### src/rtl/jsel_pkg.sv
package jsel_pkg;
  // TAP controller state codes as delivered by the controller
  typedef enum logic [3:0] {
    TS_EX2DR   = 4'h0, TS_EX1DR   = 4'h1, TS_SHDR    = 4'h2, TS_PAUSEDR = 4'h3,
    TS_SELIR   = 4'h4, TS_UPDDR   = 4'h5, TS_CAPDR   = 4'h6, TS_SELDR   = 4'h7,
    TS_EX2IR   = 4'h8, TS_EX1IR   = 4'h9, TS_SHIR    = 4'hA, TS_PAUSEIR = 4'hB,
    TS_RTI     = 4'hC, TS_UPDIR   = 4'hD, TS_CAPIR   = 4'hE, TS_TLR     = 4'hF
  } tap_state_e;

  localparam int IR_W = 4;
  localparam logic [IR_W-1:0] OP_ACCESS  = 4'h0;
  localparam logic [IR_W-1:0] OP_SELECT  = 4'h2;
  localparam logic [IR_W-1:0] OP_IDCODE  = 4'hE;
  localparam logic [IR_W-1:0] OP_BYPASS  = 4'hF;
  localparam logic [IR_W-1:0] IR_CAPTURE = 4'b0001;

  // data-register path chosen by instruction and chain number
  typedef enum logic [2:0] {
    P_BYPASS, P_IDCODE, P_SELECT, P_CH0, P_CH1, P_EXT
  } dr_path_e;
endpackage

### src/rtl/jsel_scan_chain.sv
// Shift register whose cells are also its parallel outputs (no update latch).
module jsel_scan_chain #(
  parameter int LEN        = 32,
  parameter bit OUT_AT_LSB = 1'b0
) (
  input  logic           tck,
  input  logic           trst_n,
  input  logic           cap_en,
  input  logic           shift_en,
  input  logic           si,
  input  logic [LEN-1:0] cap_val,
  output logic [LEN-1:0] cells
);
  logic [LEN-1:0] nxt;

  generate
    if (LEN == 1) begin : g_single
      assign nxt = si;
    end else if (OUT_AT_LSB) begin : g_to_lsb
      assign nxt = {si, cells[LEN-1:1]};
    end else begin : g_to_msb
      assign nxt = {cells[LEN-2:0], si};
    end
  endgenerate

  always_ff @(posedge tck or negedge trst_n) begin
    if (!trst_n)       cells <= '0;
    else if (cap_en)   cells <= cap_val;
    else if (shift_en) cells <= nxt;
  end
endmodule

### src/rtl/jsel_shadowed_reg.sv
// Shift stage plus update register; used for the instruction and chain-number registers.
module jsel_shadowed_reg #(
  parameter int           W         = 4,
  parameter logic [W-1:0] RST_VAL   = '0,
  parameter bit           CAP_CONST = 1'b0,
  parameter logic [W-1:0] CAP_VAL   = '0
) (
  input  logic         tck,
  input  logic         trst_n,
  input  logic         sync_rst,
  input  logic         cap_en,
  input  logic         shift_en,
  input  logic         upd_en,
  input  logic         si,
  output logic [W-1:0] q,
  output logic         so
);
  logic [W-1:0] cap_src;
  logic [W-1:0] cells;

  generate
    if (CAP_CONST) begin : g_cap_const
      assign cap_src = CAP_VAL;
    end else begin : g_cap_q
      assign cap_src = q;
    end
  endgenerate

  jsel_scan_chain #(.LEN(W), .OUT_AT_LSB(1'b1)) u_sh (
    .tck      (tck),
    .trst_n   (trst_n),
    .cap_en   (cap_en),
    .shift_en (shift_en),
    .si       (si),
    .cap_val  (cap_src),
    .cells    (cells)
  );

  assign so = cells[0];

  always_ff @(posedge tck or negedge trst_n) begin
    if (!trst_n)       q <= RST_VAL;
    else if (sync_rst) q <= RST_VAL;
    else if (upd_en)   q <= cells;
  end
endmodule

### src/rtl/jsel_tdo_stage.sv
// Falling-edge output register for TDO and its enable.
module jsel_tdo_stage (
  input  logic tck,
  input  logic trst_n,
  input  logic drive_en,
  input  logic d,
  output logic tdo,
  output logic tdo_en
);
  always_ff @(negedge tck or negedge trst_n) begin
    if (!trst_n) begin
      tdo    <= 1'b0;
      tdo_en <= 1'b0;
    end else begin
      tdo_en <= drive_en;
      if (drive_en) tdo <= d;
    end
  end
endmodule

### src/rtl/jtag_chain_sel.sv
module jtag_chain_sel #(
  parameter int          DBUS_W      = 32,
  parameter int          ABUS_W      = 32,
  parameter int          CTRL_W      = 4,
  parameter int          C0_DATA_W   = 4,
  parameter int          CHAIN_W     = 4,
  parameter int          RESET_CHAIN = 3,
  parameter logic [31:0] ID_CODE     = 32'h15A7_0C01
) (
  input  logic              tck,
  input  logic              trst_n,
  input  logic [3:0]        tap_state,
  input  logic              tdi,
  output logic              tdo,
  output logic              tdo_en,
  input  logic [DBUS_W-1:0] core_dbus_in,
  input  logic [ABUS_W-1:0] core_abus_in,
  input  logic [CTRL_W-1:0] core_ctrl_in,
  output logic [C0_DATA_W-1:0] ch0_dbus_out,
  output logic [CTRL_W-1:0] ch0_ctrl_out,
  output logic [ABUS_W-1:0] ch0_abus_out,
  output logic [DBUS_W-1:0] ch1_dbus_out,
  output logic              core_clk_hold,
  output logic              ext_si,
  input  logic [1:0]        ext_so,
  output logic [1:0]        ext_sel,
  output logic              ext_capture,
  output logic              ext_shift,
  output logic              ext_update
);
  import jsel_pkg::*;

  localparam int C0_CTRL_LO = C0_DATA_W;
  localparam int C0_ADDR_LO = C0_DATA_W + CTRL_W;
  localparam int C0_LEN     = C0_ADDR_LO + ABUS_W;

  tap_state_e st;
  assign st = tap_state_e'(tap_state);

  logic in_tlr, in_cdr, in_sdr, in_udr, in_cir, in_sir, in_uir;
  assign in_tlr = (st == TS_TLR);
  assign in_cdr = (st == TS_CAPDR);
  assign in_sdr = (st == TS_SHDR);
  assign in_udr = (st == TS_UPDDR);
  assign in_cir = (st == TS_CAPIR);
  assign in_sir = (st == TS_SHIR);
  assign in_uir = (st == TS_UPDIR);

  logic [IR_W-1:0]    ir_q;
  logic               ir_so;
  logic [CHAIN_W-1:0] chain_q;
  logic               num_so;
  dr_path_e           path;

  jsel_shadowed_reg #(
    .W(IR_W), .RST_VAL(OP_IDCODE), .CAP_CONST(1'b1), .CAP_VAL(IR_CAPTURE)
  ) u_ir (
    .tck(tck), .trst_n(trst_n), .sync_rst(in_tlr),
    .cap_en(in_cir), .shift_en(in_sir), .upd_en(in_uir),
    .si(tdi), .q(ir_q), .so(ir_so)
  );

  jsel_shadowed_reg #(
    .W(CHAIN_W), .RST_VAL(CHAIN_W'(RESET_CHAIN)), .CAP_CONST(1'b0), .CAP_VAL('0)
  ) u_chain_num (
    .tck(tck), .trst_n(trst_n), .sync_rst(in_tlr),
    .cap_en(in_cdr && path == P_SELECT),
    .shift_en(in_sdr && path == P_SELECT),
    .upd_en(in_udr && path == P_SELECT),
    .si(tdi), .q(chain_q), .so(num_so)
  );

  // instruction and chain number to data path
  always_comb begin
    unique case (ir_q)
      OP_ACCESS: begin
        if (chain_q == CHAIN_W'(0))      path = P_CH0;
        else if (chain_q == CHAIN_W'(1)) path = P_CH1;
        else if (chain_q == CHAIN_W'(2) || chain_q == CHAIN_W'(3)) path = P_EXT;
        else                             path = P_BYPASS;
      end
      OP_SELECT: path = P_SELECT;
      OP_IDCODE: path = P_IDCODE;
      default:   path = P_BYPASS;
    endcase
  end

  // bypass and identification registers
  logic        byp_q;
  logic [31:0] id_sh;
  always_ff @(posedge tck or negedge trst_n) begin
    if (!trst_n) begin
      byp_q <= 1'b0;
      id_sh <= '0;
    end else if (in_cdr) begin
      byp_q <= 1'b0;
      id_sh <= ID_CODE;
    end else if (in_sdr) begin
      byp_q <= tdi;
      id_sh <= {tdi, id_sh[31:1]};
    end
  end

  // chain 0: data, control, address (reversed)
  logic [C0_LEN-1:0] c0_cap, c0_cells;
  always_comb begin
    c0_cap[C0_DATA_W-1:0]           = core_dbus_in[C0_DATA_W-1:0];
    c0_cap[C0_ADDR_LO-1:C0_CTRL_LO] = core_ctrl_in;
    for (int k = 0; k < ABUS_W; k++) c0_cap[C0_ADDR_LO+k] = core_abus_in[ABUS_W-1-k];
  end

  jsel_scan_chain #(.LEN(C0_LEN), .OUT_AT_LSB(1'b0)) u_chain0 (
    .tck(tck), .trst_n(trst_n),
    .cap_en(in_cdr && path == P_CH0), .shift_en(in_sdr && path == P_CH0),
    .si(tdi), .cap_val(c0_cap), .cells(c0_cells)
  );

  assign ch0_dbus_out = c0_cells[C0_DATA_W-1:0];
  assign ch0_ctrl_out = c0_cells[C0_ADDR_LO-1:C0_CTRL_LO];
  generate
    for (genvar k = 0; k < ABUS_W; k++) begin : g_c0_addr
      assign ch0_abus_out[ABUS_W-1-k] = c0_cells[C0_ADDR_LO+k];
    end
  endgenerate

  // chain 1: data bus, bit 0 nearest TDI
  jsel_scan_chain #(.LEN(DBUS_W), .OUT_AT_LSB(1'b0)) u_chain1 (
    .tck(tck), .trst_n(trst_n),
    .cap_en(in_cdr && path == P_CH1), .shift_en(in_sdr && path == P_CH1),
    .si(tdi), .cap_val(core_dbus_in), .cells(ch1_dbus_out)
  );

  // external chains 2 and 3
  assign ext_si      = tdi;
  assign ext_sel     = {path == P_EXT && chain_q[0], path == P_EXT && !chain_q[0]};
  assign ext_capture = in_cdr && path == P_EXT;
  assign ext_shift   = in_sdr && path == P_EXT;
  assign ext_update  = in_udr && path == P_EXT;

  assign core_clk_hold = (chain_q == CHAIN_W'(0)) || (chain_q == CHAIN_W'(1));

  logic dr_so;
  always_comb begin
    unique case (path)
      P_IDCODE: dr_so = id_sh[0];
      P_SELECT: dr_so = num_so;
      P_CH0:    dr_so = c0_cells[C0_LEN-1];
      P_CH1:    dr_so = ch1_dbus_out[DBUS_W-1];
      P_EXT:    dr_so = ext_so[chain_q[0]];
      default:  dr_so = byp_q;
    endcase
  end

  jsel_tdo_stage u_tdo (
    .tck(tck), .trst_n(trst_n),
    .drive_en(in_sdr || in_sir),
    .d(in_sir ? ir_so : dr_so),
    .tdo(tdo), .tdo_en(tdo_en)
  );
endmodule

### config.mk
export PLATFORM = sky130hd
export DESIGN_NAME = jtag_chain_sel
export DESIGN_NICKNAME = d
export VERILOG_FILES = /design/src/rtl/jsel_pkg.sv /design/src/rtl/jsel_scan_chain.sv /design/src/rtl/jsel_shadowed_reg.sv /design/src/rtl/jsel_tdo_stage.sv /design/src/rtl/jtag_chain_sel.sv
export SDC_FILE = /design/constraint.sdc
export NUM_CORES = 1
export LEC_CHECK = 0
export ABC_AREA = 1
export BUFFER_PORTS_ARGS = -buffer_cell sky130_fd_sc_hd__buf_2
export CAP_MARGIN = 20
export CORE_MARGIN = 1
export CORE_UTILIZATION = 45
export CTS_BUF_LIST = sky130_fd_sc_hd__clkbuf_4
export CTS_CLUSTER_SIZE = 12
export DETAILED_ROUTE_END_ITERATION = 16
export GPL_TIMING_DRIVEN = 0
export MAX_ROUTING_LAYER = met4
export PLACE_DENSITY = 0.75
export SLEW_MARGIN = 20
export SYNTH_ARGS = -nofsm -noshare
export SYNTH_HDL_FRONTEND = slang
export SYNTH_SLANG_ARGS = --single-unit
### constraint.sdc
create_clock -name tck -period 1.7 [get_ports tck]
set_input_delay 0.085 -clock tck [delete_from_list [all_inputs] [get_ports tck]]
set_output_delay 0.085 -clock tck [all_outputs]
set_load 0.02 [all_outputs]
# After elaboration in Yosys (flattened, before gate mapping)
# Cells that the tools add are included.
[totals]
register_bits = 123
latch_bits = 0
ram_bits = 0
rom_bits = 0
output_inout_bits = 81
elab_cells = 77
mem_count = 0
[op_classes]
add_sub_neg = 0
mul = 0
n_div = 0
n_lt_le_gt_ge = 1
eq_ne = 17
n_shift = 0
muxes = 24
bitwise_logic = 0
reduce_logical = 25
[op_table]
columns = ["op", "count"]
rows = [
  ["$mux 32", 4],
  ["$mux 40", 2],
  ["$mux 4", 8],
  ["$eq 4x4->1 const B", 5],
  ["$eq 4x2->1 const B", 4],
  ["$reduce_bool 2->1", 7],
  ["$logic_and 1x1->1", 12],
  ["$mux 3", 3],
  ["$pmux 3 s3", 1],
  ["$eq 4x3->1 const B", 2],
  ["$logic_not 4->1", 2],
  ["$eq 3x2->1 const B", 2],
  ["$eq 3x3->1 const B", 2],
  ["$mux 1", 5],
  ["$pmux 1 s5", 1],
  ["$eq 4x1->1 const B", 1],
  ["$eq 3x1->1 const B", 1],
  ["$logic_or 1x1->1", 3],
  ["$lt 1x2->1 const B", 1],
  ["$logic_not 1->1", 1],
]

# Depth between registers and ports, before layout
[logic_depth]
depth_word = 10
depth_mapped = 11
ltp_nobuf = 11

# Cells and area by module
# From an unflattened synthesis, not the netlist that was laid out.
[hier_totals]
cells_unflattened = 664
area_unflattened_um2 = 5763.0
[modules_own_cells]
columns = ["module", "n_inst", "cells_per_inst", "area_each_um2"]
rows = [
  ["jsel_scan_chain (u_chain0)", 1, 220, 1859.3],
  ["jtag_chain_sel", 1, 180, 1640.3],
  ["jsel_scan_chain (u_chain1)", 1, 176, 1508.9],
  ["jsel_scan_chain (u_chain_num.u_sh ...)", 2, 22, 177.7],
  ["jsel_shadowed_reg (u_ir)", 1, 20, 171.4],
  ["jsel_shadowed_reg (u_chain_num)", 1, 18, 162.7],
  ["jsel_tdo_stage", 1, 6, 65.1],
]

==> results_dict.tcl <==
set metrics [dict create \
    dpl.cell_count 919 \
    tightest_slew_ns 0.6417 \
    clock_insertion_delay_worst_skew_ns 0.53 \
    synth_enable_flop_cells 0 \
    ant_nets 0 \
    num_vias 5409 \
    start_kind "flip-flop" \
    coreArea_sq_um 11960 \
    synthAdderAreaFrac 0 \
    hold_viol 0 \
    final_cells 1042 \
    slew_headroom 0.5722 \
    status "finished, violations left" \
    min_from "tap_state[2]" \
    grt_max_degree 65 \
    start_util 0.4612 \
    holdWs_ns 0.04875 \
    worst_path_largest_cell_delay_ns 0.60 \
    area_growth_pct 43.05 \
    ios 158 \
    synth_top_family_by_area "simple AND/OR/NAND/NOR gates" \
    die_width_um 112.7 \
    p_leak_nw 4.002 \
    slew_violations 0 \
    drt_iter0_drc 439 \
    synthCells 615 \
    cp_slowest_cell "dfstp_2" \
    tns_ns -3.530 \
    gp_congestion 0.8700 \
    via_per_inst 5.191 \
    final_cell_area_sq_um 7891 \
    synth_ff_type "dfrtp_1" \
    finalSetupViolations 12 \
    ys_types 32 \
    synth_area_per_cell_sq_um 8.970 \
    syn-num-nets 692 \
    totalWireLength_mm 15.79 \
    synth_mux_area_frac 0.04718 \
    powerDensity_nw_per_um2 834.2 \
    fp.dieH_um 112.7 \
    cts_tree "done" \
    critical_path_arrival_ns 1.90 \
    wl_per_cell_um 15.15 \
    post-place-ws_ns -0.6306 \
    required_ns 1.17 \
    grt_antenna_before_repair 0 \
    async_flop_share 1.000 \
    skew_ns 0.07175 \
    power_mw 6.583 \
    synth-compound-area-share 0.1445 \
    yosysWarnings 0 \
    clkTransAtPathRegs_ns 0.10 \
    grt_usage 0.2655 \
    fin_ws_ns -0.7276 \
    rsz0062_at_grt "yes" \
    crit_start "u_chain_num.q[1]$_DFFE_PN1P_" \
    diodes 0 \
    clockRootBuffer "clkbuf_4" \
    portBuffers 156 \
    crit_fanout 3 \
    crit_chain "inv_2, nand2_1, nand2_1, nor2_2, nor2_4, nand3_2, nand2_1, nor2_1, nand3_1, nand2_1, nand2_1" \
    synth_xor_area_frac 0 \
    drcViolationCount 0 \
    first_pass_iters 6 \
    rows 40 \
    critPathKind "flip-flop to flip-flop" \
    fillers 992 \
    drive_gt1_frac 0.3017 \
    critPathCaptureType "flip-flop" \
    h-tree-depth 4 \
    max-vdd-ir-drop_v 0.0004742 \
    fp.dieArea_sq_um 12710 \
    grt_pass1_wl_mm 25.45 \
    yosys.area_share.simple 0.1708 \
    synth-seq-cells 122 \
    clock_sinks 122 \
    gr-total-overflow 0 \
    clockBufferDepth 2 \
    fin_util 0.6597 \
    timing.max_cap.violations 0 \
    crit_top_cell "nand2_1" \
    hpwl_mm 9.637 \
    ys_seq_area_frac 0.5545 \
    cts_buffers 17 \
    hp-class "input port to flip-flop" \
    violations "setup timing" \
    synth_area_sq_um 5517 \
    r2r-start "u_chain_num.q[1]$_DFFE_PN1P_" \
    nNetsFinal 959 \
    place_area_sq_um 6521 \
    grt_pass1_vias 5194 \
]
power by group:
group | switching [mW] | internal [mW]
clock network | 1.06 | 0.909
registers | 0.180 | 3.19
logic | 0.690 | 0.553
worst max-delay path: cells and delay by family (launching register included):
kind	cells	cell delay, ns
AND/OR/NAND/NOR	10	0.73
flip-flops	1	0.60
buffers and inverters	1	0.05
path summary, 6_finish.rpt:
check                                                to  slack [ns]  cells past startpoint
min in group asynchronous         u_ir.q[0]$_DFFE_PN0P_        0.06                      2
hold reg to reg                   id_sh[27]$_DFFE_PN0P_        0.49                      2
max in group asynchronous         u_tdo.tdo$_DFFE_NN0P_        0.19                      3
setup reg to reg                  u_tdo.tdo$_DFFE_NN0P_       -0.73                     11
setup / recovery                  u_tdo.tdo$_DFFE_NN0P_       -0.73                     11
hold / removal             u_chain_num.q[0]$_DFFE_PN1P_        0.05                      5
registers in the layout (all words and copies together) (netlist names), 4 cells and up:
name,flops
u_ir.q,4
u_chain0.cells,40
id_sh,31
u_chain_num.q,4
u_ir.u_sh.cells,4
u_chain_num.u_sh.cells,4
u_chain1.cells,32
logic make-up after synthesis:
| family | count (synthesis) |
|---|---|
| muxes | 26 |
| AOI/OAI and AO/OA | 140 |
| and+or+nand+nor | 230 |
| DFF | 122 |
| buffers and inverters | 97 |
Yosys cell counts, types with 2 or more instances:
cell type | number | area, sq um
a21oi_1 | 4 | 20.02
a31oi_1 | 36 | 225.2
buf_2 | 13 | 65.06
buf_4 | 2 | 15.01
buf_6 | 9 | 101.4
clkbuf_1 | 12 | 45.04
dfrtn_1 | 2 | 50.05
dfrtp_1 | 115 | 2878
dfstp_2 | 5 | 131.4
inv_1 | 56 | 210.2
inv_2 | 4 | 15.01
mux2i_1 | 26 | 260.3
nand2_1 | 147 | 551.8
nand2_2 | 2 | 12.51
nand3_1 | 14 | 70.07
nand4_1 | 4 | 25.02
nor2_1 | 52 | 195.2
nor2_2 | 5 | 31.28
o211ai_1 | 3 | 22.52
o21a_1 | 2 | 15.01
o21ai_0 | 39 | 195.2
o21ai_1 | 32 | 160.2
o22ai_1 | 22 | 137.6
what timing repair did:
| action | 4_1_cts | 5_1_grt |
|---|---|---|
| hold buffers | 74 | 0 |
| gates resized for setup | 39 | 26 |
| endpoints found under the hold margin | 201 | 0 |
| setup endpoints to repair | 24 | 51 |
| pin swaps | 7 | 14 |
| buffers inserted | 12 | 5 |
| gates cloned | 0 | 3 |
layer usage:
layer,vias up,global-route usage,wire [um]
met5,-,-,0
met4,0,0.1173,437
met3,42,0.05892,1039
met2,212,0.4000,7545
met1,2578,0.3457,6768
li1,2577,-,-
cell type report:
class,instances,area (sq um),area share
Tap cell,147,183.9,0.02331
Inverter,61,234.0,0.02965
Clock inverter,11,103.9,0.01316
Sequential cell,122,3059,0.3877
Clock buffer,21,157.7,0.01998
Multi-Input combinational cell,397,2126,0.2694
Timing Repair Buffer,247,1762,0.2232
Buffer,36,265.3,0.03361
cell usage in the layout, fill, tap and decap left out, drive strengths merged:
master       instances
buf                195
nand2              149
dfrtp              115
dlygate4sd3         74
o21ai               71
inv                 61
nor2                58
a31oi               36
clkbuf              35
mux2i               26
o22ai               22
nand3               16
clkinv               8
dfstp                5
a21oi                4
nand4                4
o211ai               3
o21a                 2
bufinv               2
dfrtn                2
nor3                 2
nor4                 1
o31ai                1
nand3b               1
o22a                 1
clkinvlp             1
Power figures use the tool's default switching activity.
